$ cat config.mk
export PLATFORM = sky130hd
export DESIGN_NAME = bankreg_file
export DESIGN_NICKNAME = d
export VERILOG_FILES = /design/src/rtl/bankreg_pkg.sv /design/src/rtl/bankreg_mode_dec.sv /design/src/rtl/bankreg_gpr_array.sv /design/src/rtl/bankreg_status.sv /design/src/rtl/bankreg_file.sv
export SDC_FILE = /design/constraint.sdc
export NUM_CORES = 2
export LEC_CHECK = 0
export ABC_AREA = 1
export BUFFER_PORTS_ARGS = -buffer_cell sky130_fd_sc_hd__buf_2
export CORE_UTILIZATION = 51
export CTS_CLUSTER_SIZE = 14
export DETAILED_ROUTE_END_ITERATION = 10
export PLACE_DENSITY = 0.69
export SETUP_SLACK_MARGIN = 0.15
export SLEW_MARGIN = 20
export SYNTH_ARGS = -nofsm -noshare
export SYNTH_HDL_FRONTEND = slang
export SYNTH_SLANG_ARGS = --single-unit
$ cat constraint.sdc
create_clock -name clk -period 10.6 [get_ports clk]
set_input_delay 0.53 -clock clk [delete_from_list [all_inputs] [get_ports clk]]
set_output_delay 0.53 -clock clk [all_outputs]
set_load 0.03 [all_outputs]
$ cat src/rtl/bankreg_pkg.sv
package bankreg_pkg;

    localparam int STATUS_W  = 32;
    localparam int ARCH_N    = 16;
    localparam int IDX_W     = $clog2(ARCH_N);
    localparam int FIQ_LO    = 8;
    localparam int FIQ_HI    = 12;
    localparam int FIQ_N     = FIQ_HI - FIQ_LO + 1;
    localparam int EXC_BANKS = 6;
    localparam int PHYS_N    = ARCH_N + FIQ_N + 2 * EXC_BANKS;
    localparam int PIDX_W    = $clog2(PHYS_N);
    localparam int FIQ_BASE  = ARCH_N;
    localparam int EXC_BASE  = ARCH_N + FIQ_N;
    localparam int SP_IDX    = 13;

    typedef enum logic [4:0] {
        MODE_USR = 5'b10000,
        MODE_FIQ = 5'b10001,
        MODE_IRQ = 5'b10010,
        MODE_SVC = 5'b10011,
        MODE_MON = 5'b10110,
        MODE_ABT = 5'b10111,
        MODE_UND = 5'b11011,
        MODE_SYS = 5'b11111
    } mode_e;

    typedef enum logic [2:0] {
        BK_USR = 3'd0,
        BK_MON = 3'd1,
        BK_SVC = 3'd2,
        BK_ABT = 3'd3,
        BK_UND = 3'd4,
        BK_IRQ = 3'd5,
        BK_FIQ = 3'd6
    } bank_e;

    typedef struct packed {
        logic        n;
        logic        z;
        logic        c;
        logic        v;
        logic        q;
        logic [1:0]  rsv_hi;
        logic        j;
        logic [13:0] rsv_mid;
        logic        e;
        logic        a;
        logic        i;
        logic        f;
        logic        t;
        logic [4:0]  mode;
    } status_t;

    typedef struct packed {
        bank_e bank;
        logic  bad;
    } mode_sel_t;

    function automatic status_t status_reset();
        status_t s;
        s      = '0;
        s.mode = MODE_SVC;
        s.a    = 1'b1;
        s.i    = 1'b1;
        s.f    = 1'b1;
        return s;
    endfunction

    function automatic mode_sel_t decode_mode(input logic [4:0] m);
        mode_sel_t r;
        r.bad = 1'b0;
        unique case (m)
            MODE_USR, MODE_SYS: r.bank = BK_USR;
            MODE_FIQ:           r.bank = BK_FIQ;
            MODE_IRQ:           r.bank = BK_IRQ;
            MODE_SVC:           r.bank = BK_SVC;
            MODE_MON:           r.bank = BK_MON;
            MODE_ABT:           r.bank = BK_ABT;
            MODE_UND:           r.bank = BK_UND;
            default: begin
                r.bank = BK_USR;
                r.bad  = 1'b1;
            end
        endcase
        return r;
    endfunction

    function automatic logic [PIDX_W-1:0] phys_index(input logic [IDX_W-1:0] idx,
                                                     input bank_e bk);
        int i;
        int p;
        i = int'(idx);
        p = i;
        if (bk == BK_FIQ && i >= FIQ_LO && i <= FIQ_HI)
            p = FIQ_BASE + (i - FIQ_LO);
        else if (bk != BK_USR && (i == SP_IDX || i == SP_IDX + 1))
            p = EXC_BASE + 2 * (int'(bk) - 1) + (i - SP_IDX);
        return PIDX_W'(p);
    endfunction

endpackage

$ cat src/rtl/bankreg_mode_dec.sv
module bankreg_mode_dec
    import bankreg_pkg::*;
(
    input  logic [4:0] mode_field,
    output bank_e      bank,
    output logic       bad
);
    mode_sel_t sel;

    always_comb begin
        sel  = decode_mode(mode_field);
        bank = sel.bank;
        bad  = sel.bad;
    end
endmodule

$ cat src/rtl/bankreg_gpr_array.sv
module bankreg_gpr_array #(
    parameter int DATA_W  = 32,
    parameter int ENTRIES = 33,
    parameter int RD_PORTS = 2
) (
    input  logic                               clk,
    input  logic                               rst,
    input  logic                               we,
    input  logic [$clog2(ENTRIES)-1:0]         waddr,
    input  logic [DATA_W-1:0]                  wdata,
    input  logic [RD_PORTS-1:0][$clog2(ENTRIES)-1:0] raddr,
    output logic [RD_PORTS-1:0][DATA_W-1:0]    rdata
);
    localparam int AW = $clog2(ENTRIES);

    logic [DATA_W-1:0] cells [ENTRIES];

    for (genvar g = 0; g < ENTRIES; g++) begin : g_cell
        always_ff @(posedge clk) begin
            if (rst)
                cells[g] <= '0;
            else if (we && waddr == AW'(g))
                cells[g] <= wdata;
        end
    end

    for (genvar p = 0; p < RD_PORTS; p++) begin : g_rd
        always_comb begin
            rdata[p] = '0;
            for (int k = 0; k < ENTRIES; k++)
                if (raddr[p] == AW'(k))
                    rdata[p] = cells[k];
        end
    end
endmodule

$ cat src/rtl/bankreg_status.sv
module bankreg_status
    import bankreg_pkg::*;
(
    input  logic                clk,
    input  logic                rst,
    input  bank_e               bank,
    input  logic                psr_we,
    input  logic [STATUS_W-1:0] psr_wdata,
    output status_t             psr_q,
    input  logic                spsr_we,
    input  logic [STATUS_W-1:0] spsr_wdata,
    output logic [STATUS_W-1:0] spsr_rdata
);
    logic [STATUS_W-1:0] saved [EXC_BANKS];

    always_ff @(posedge clk) begin
        if (rst)
            psr_q <= status_reset();
        else if (psr_we)
            psr_q <= status_t'(psr_wdata);
    end

    for (genvar g = 0; g < EXC_BANKS; g++) begin : g_saved
        localparam bank_e OWNER = bank_e'(3'(g + 1));
        always_ff @(posedge clk) begin
            if (rst)
                saved[g] <= '0;
            else if (spsr_we && bank == OWNER)
                saved[g] <= spsr_wdata;
        end
    end

    always_comb begin
        spsr_rdata = '0;
        for (int k = 0; k < EXC_BANKS; k++)
            if (bank == bank_e'(3'(k + 1)))
                spsr_rdata = saved[k];
    end
endmodule

$ cat src/rtl/bankreg_file.sv
module bankreg_file
    import bankreg_pkg::*;
#(
    parameter int DATA_W = 32
) (
    input  logic                clk,
    input  logic                rst,
    input  logic [IDX_W-1:0]    rd_a_idx,
    output logic [DATA_W-1:0]   rd_a_data,
    input  logic [IDX_W-1:0]    rd_b_idx,
    output logic [DATA_W-1:0]   rd_b_data,
    input  logic                wr_en,
    input  logic [IDX_W-1:0]    wr_idx,
    input  logic [DATA_W-1:0]   wr_data,
    input  logic                psr_wr_en,
    input  logic [STATUS_W-1:0] psr_wr_data,
    output logic [STATUS_W-1:0] psr_rd_data,
    input  logic                spsr_wr_en,
    input  logic [STATUS_W-1:0] spsr_wr_data,
    output logic [STATUS_W-1:0] spsr_rd_data,
    output logic                mode_err
);
    localparam int RD_PORTS = 2;

    status_t                               psr_q;
    bank_e                                 cur_bank;
    logic                                  cur_bad;
    logic [RD_PORTS-1:0][IDX_W-1:0]        rd_idx;
    logic [RD_PORTS-1:0][PIDX_W-1:0]       rd_phys;
    logic [RD_PORTS-1:0][DATA_W-1:0]       rd_val;
    logic [PIDX_W-1:0]                     wr_phys;

    bankreg_mode_dec u_dec (
        .mode_field (psr_q.mode),
        .bank       (cur_bank),
        .bad        (cur_bad)
    );

    assign rd_idx[0] = rd_a_idx;
    assign rd_idx[1] = rd_b_idx;

    for (genvar p = 0; p < RD_PORTS; p++) begin : g_xlate
        assign rd_phys[p] = phys_index(rd_idx[p], cur_bank);
    end
    assign wr_phys = phys_index(wr_idx, cur_bank);

    bankreg_gpr_array #(
        .DATA_W   (DATA_W),
        .ENTRIES  (PHYS_N),
        .RD_PORTS (RD_PORTS)
    ) u_gpr (
        .clk   (clk),
        .rst   (rst),
        .we    (wr_en),
        .waddr (wr_phys),
        .wdata (wr_data),
        .raddr (rd_phys),
        .rdata (rd_val)
    );

    bankreg_status u_status (
        .clk        (clk),
        .rst        (rst),
        .bank       (cur_bank),
        .psr_we     (psr_wr_en),
        .psr_wdata  (psr_wr_data),
        .psr_q      (psr_q),
        .spsr_we    (spsr_wr_en),
        .spsr_wdata (spsr_wr_data),
        .spsr_rdata (spsr_rd_data)
    );

    assign rd_a_data   = rd_val[0];
    assign rd_b_data   = rd_val[1];
    assign psr_rd_data = psr_q;
    assign mode_err    = cur_bad;
endmodule

==> impl_results.md <==
- Hold Worst Slack: 0.0855 ns
- Fin crit period: 9.21 ns
- Final wirelength: 225,000 um
- Initial antenna violation count: 7
- Post-synth cell types: 41
- Unrepaired setup endpoints after global routing: no
- Row cnt: 130
- Clock Sink Count: 1,280
- Vias per Instance: 5.93
- Gr usage total: 34.2%
- Power after layout: 12.6 mW
- Synthesized flop and latch total: 1,280
- Die width: 360 um
- Wirelength per Cell: 23.5 um
- Critical path's slowest cell: nand2_1
- M3 GR Usage: 6.97%
- Clk slew on worst S/H paths: 0.06 ns
- Drt pass-1 iters: 9
- Max Clock Skew: 0.0260 ns
- HPWL Detailed: 147,000 um
- Power density over cell area: 173 mW/mm2
- Die area: 0.129 mm2
- Worst slack at placement: 2.42 ns
- Count of input and output buffers: 241
- YS warnings: 0
- Register area share after synthesis: 58.5%
- Kind of critical path: register to output pin
- Synth Cell Area: 0.0652 mm2
- DP Area: 0.0680 mm2
- Worst setup SP type: register
- M2 GR Usage: 52.5%
- CTS tree: built
- Rel. slew slack: 24.1%
- CP Capture Type: output pin
- First-pass GRT wire length: 334,000 um
- Crit path DAT: 8.68 ns
- Setup TNS: 0 ns
- Layout Nets: 7,952
- Fillers: 11,000
- Cell count after synthesis: 7,717
- Final hold vios: 0
- Required @ worst endpoint: 10.07 ns
- CP max FO: 82
- Met1 Use GR: 45.8%
- Clock Path Buffers: 3
- Largest net degree at the start of global routing: 83
- DRC viols: 0
- H-tree level count: 4
- Worst hold path type: primary input to register
- Crit path largest cell delay: 0.96 ns
- Die Ht: 360 um
- First DRT Iteration DRCs: 8,667
- CTS buffer count: 140
- Total global routing overflow: 0
- Max Freq: 109 MHz
- Syn_nets: 7,848
- Starting Density: 51.7%
- Vias: 56,800
- Global routing's busiest layer: met2
- Worst Tran Pin Value: 1.14 ns
- Max Cap Violations: 0
- Period utilisation layout: 86.9%
- Slew Viols, Final: 0
- Setup slack after layout: 1.39 ns
- Run status: completed
- Cell mode on critical path: nand4_1
- Final Cell Area: 0.0728 mm2
- Clk_lat worst skew: 0.81 ns
- Core area: 0.126 mm2
- Share of cells above drive strength 1: 10.4%
- Clk root buf: clkbuf_16
- Boundary Pins: 242
- Mean Syn Cell Area: 8.45 um2
- Vias in the first global route: 53,400
- Endpoints failing setup: 0
- Leak pwr: 29.4 nW
- Area grow syn2layout: 11.6%
- GPL Wtd Cong: 0.974
- ANT nets after route: 0
- Max rail drop VDD: 0.185 mV
-- cell type report --
class	instances	area, um2	share of cell area (%)
inverters	632	2380	3.27
flip-flops and latches	1280	38100	52.4
well taps	1650	2060	2.84
repair buffers	433	2750	3.78
clock inverters	75	669	0.920
multi-input cells	5334	23000	31.7
clock buffers	177	3710	5.11
diodes	6	15.0	0.0206
-- cell usage in the layout (no fill, tap or decap), drive strengths merged --
cell type / n
buf: 400
or2: 115
nor2: 2066
bufinv: 4
nand4: 436
nor3b: 1
nand3: 281
nor3: 9
and3: 1
diode: 6
o22ai: 2
o21bai: 2
ha: 18
o21ai: 134
a21oi: 215
xor2: 13
dfxtp: 32
clkinvlp: 3
xnor2: 5
inv: 623
a22oi: 32
o211ai: 1
clkinv: 77
nand2: 2003
edfxtp: 1248
clkbuf: 177
dlygate4sd3: 33
-- registers in the layout, indices dropped and copies added, names as in the netlist --
| signal | cells |
|---|---|
| u_gpr.cells | 1056 |
| u_status.saved | 192 |
| u_status.psr_q | 32 |
-- logic make-up after synthesis --
family                   synth area share, %
AO/OA/AOI/OAI                           3.11
XOR/XNOR                               0.242
adder cells (fa/ha/maj)                0.345
buffers and inverters                   6.57
flip-flops                              58.5
AND/OR/NAND/NOR                         31.3
-- final timing paths --
kind | startpoint | end | slack [ns] | depth (start not counted)
max reg2reg | u_status.psr_q[3] | u_gpr.cells[13][4] | 4.63 | 17
min | psr_wr_data[2] | u_status.psr_q[2] | 0.09 | 3
min reg2reg | u_status.psr_q[8] | u_status.psr_q[8] | 0.47 | 2
max | u_status.psr_q[3] | rd_b_data[8] | 1.39 | 36
-- per-layer routing --
layer	share of wire, %	vias to the layer above
li1	-	25300
met1	37	26700
met2	44	4125
met5	0.0044	-
met4	5.7	2
met3	13	663
-- synth_stat cells (all sizes together) --
cell,instances,area share (%)
a21oi,215,1.7
or2,115,1.1
dfxtp,32,0.98
nor2,2066,12
nor3,9,0.092
edfxtp,1248,57
nand4,436,4.2
xnor2,5,0.067
nand2,2003,12
nand3,281,2.2
xor2,13,0.17
a22oi,32,0.37
o21bai,2,0.023
clkinv,8,0.046
and3,1,0.0096
clkbuf,418,2.4
o21ai,134,1.0
inv,624,3.6
buf,53,0.51
o22ai,2,0.019
ha,18,0.35
nor3b,1,0.012
o211ai,1,0.012
-- metrics by stage --
| step | util, % | instances |
|---|---|---|
| 4_1_cts | 57.6 | 9581 |
| 3_3_place_gp | 53.9 | 9295 |
| 6_report | 57.6 | 9587 |
| 2_1_floorplan | - | 7717 |
| 5_1_grt | 57.6 | 9584 |
| 3_5_place_dp | 53.9 | 9296 |
-- repair_timing --
action,CTS,global route
buffers inserted,0,0
hold buffers,33,0
resized for setup,0,0
endpoints found under the hold margin,31,0
-- where the power goes --
group	switching (mW)	total (mW)	internal [mW]
Clock	2.12	4.73	2.61
Combinational	1.52	1.97	0.448
Sequential	0.105	5.88	5.78
-- worst max-delay path, delay by kind of cell (launching register included) --
kind | cells | cell delay [ns]
compound gates | 1 | 0.07
xor+xnor | 1 | 0.30
fa+ha+maj | 3 | 0.90
buf+inv | 6 | 0.95
flops | 1 | 0.38
simple gates | 25 | 5.29
(Power assumes the default switching activity.)
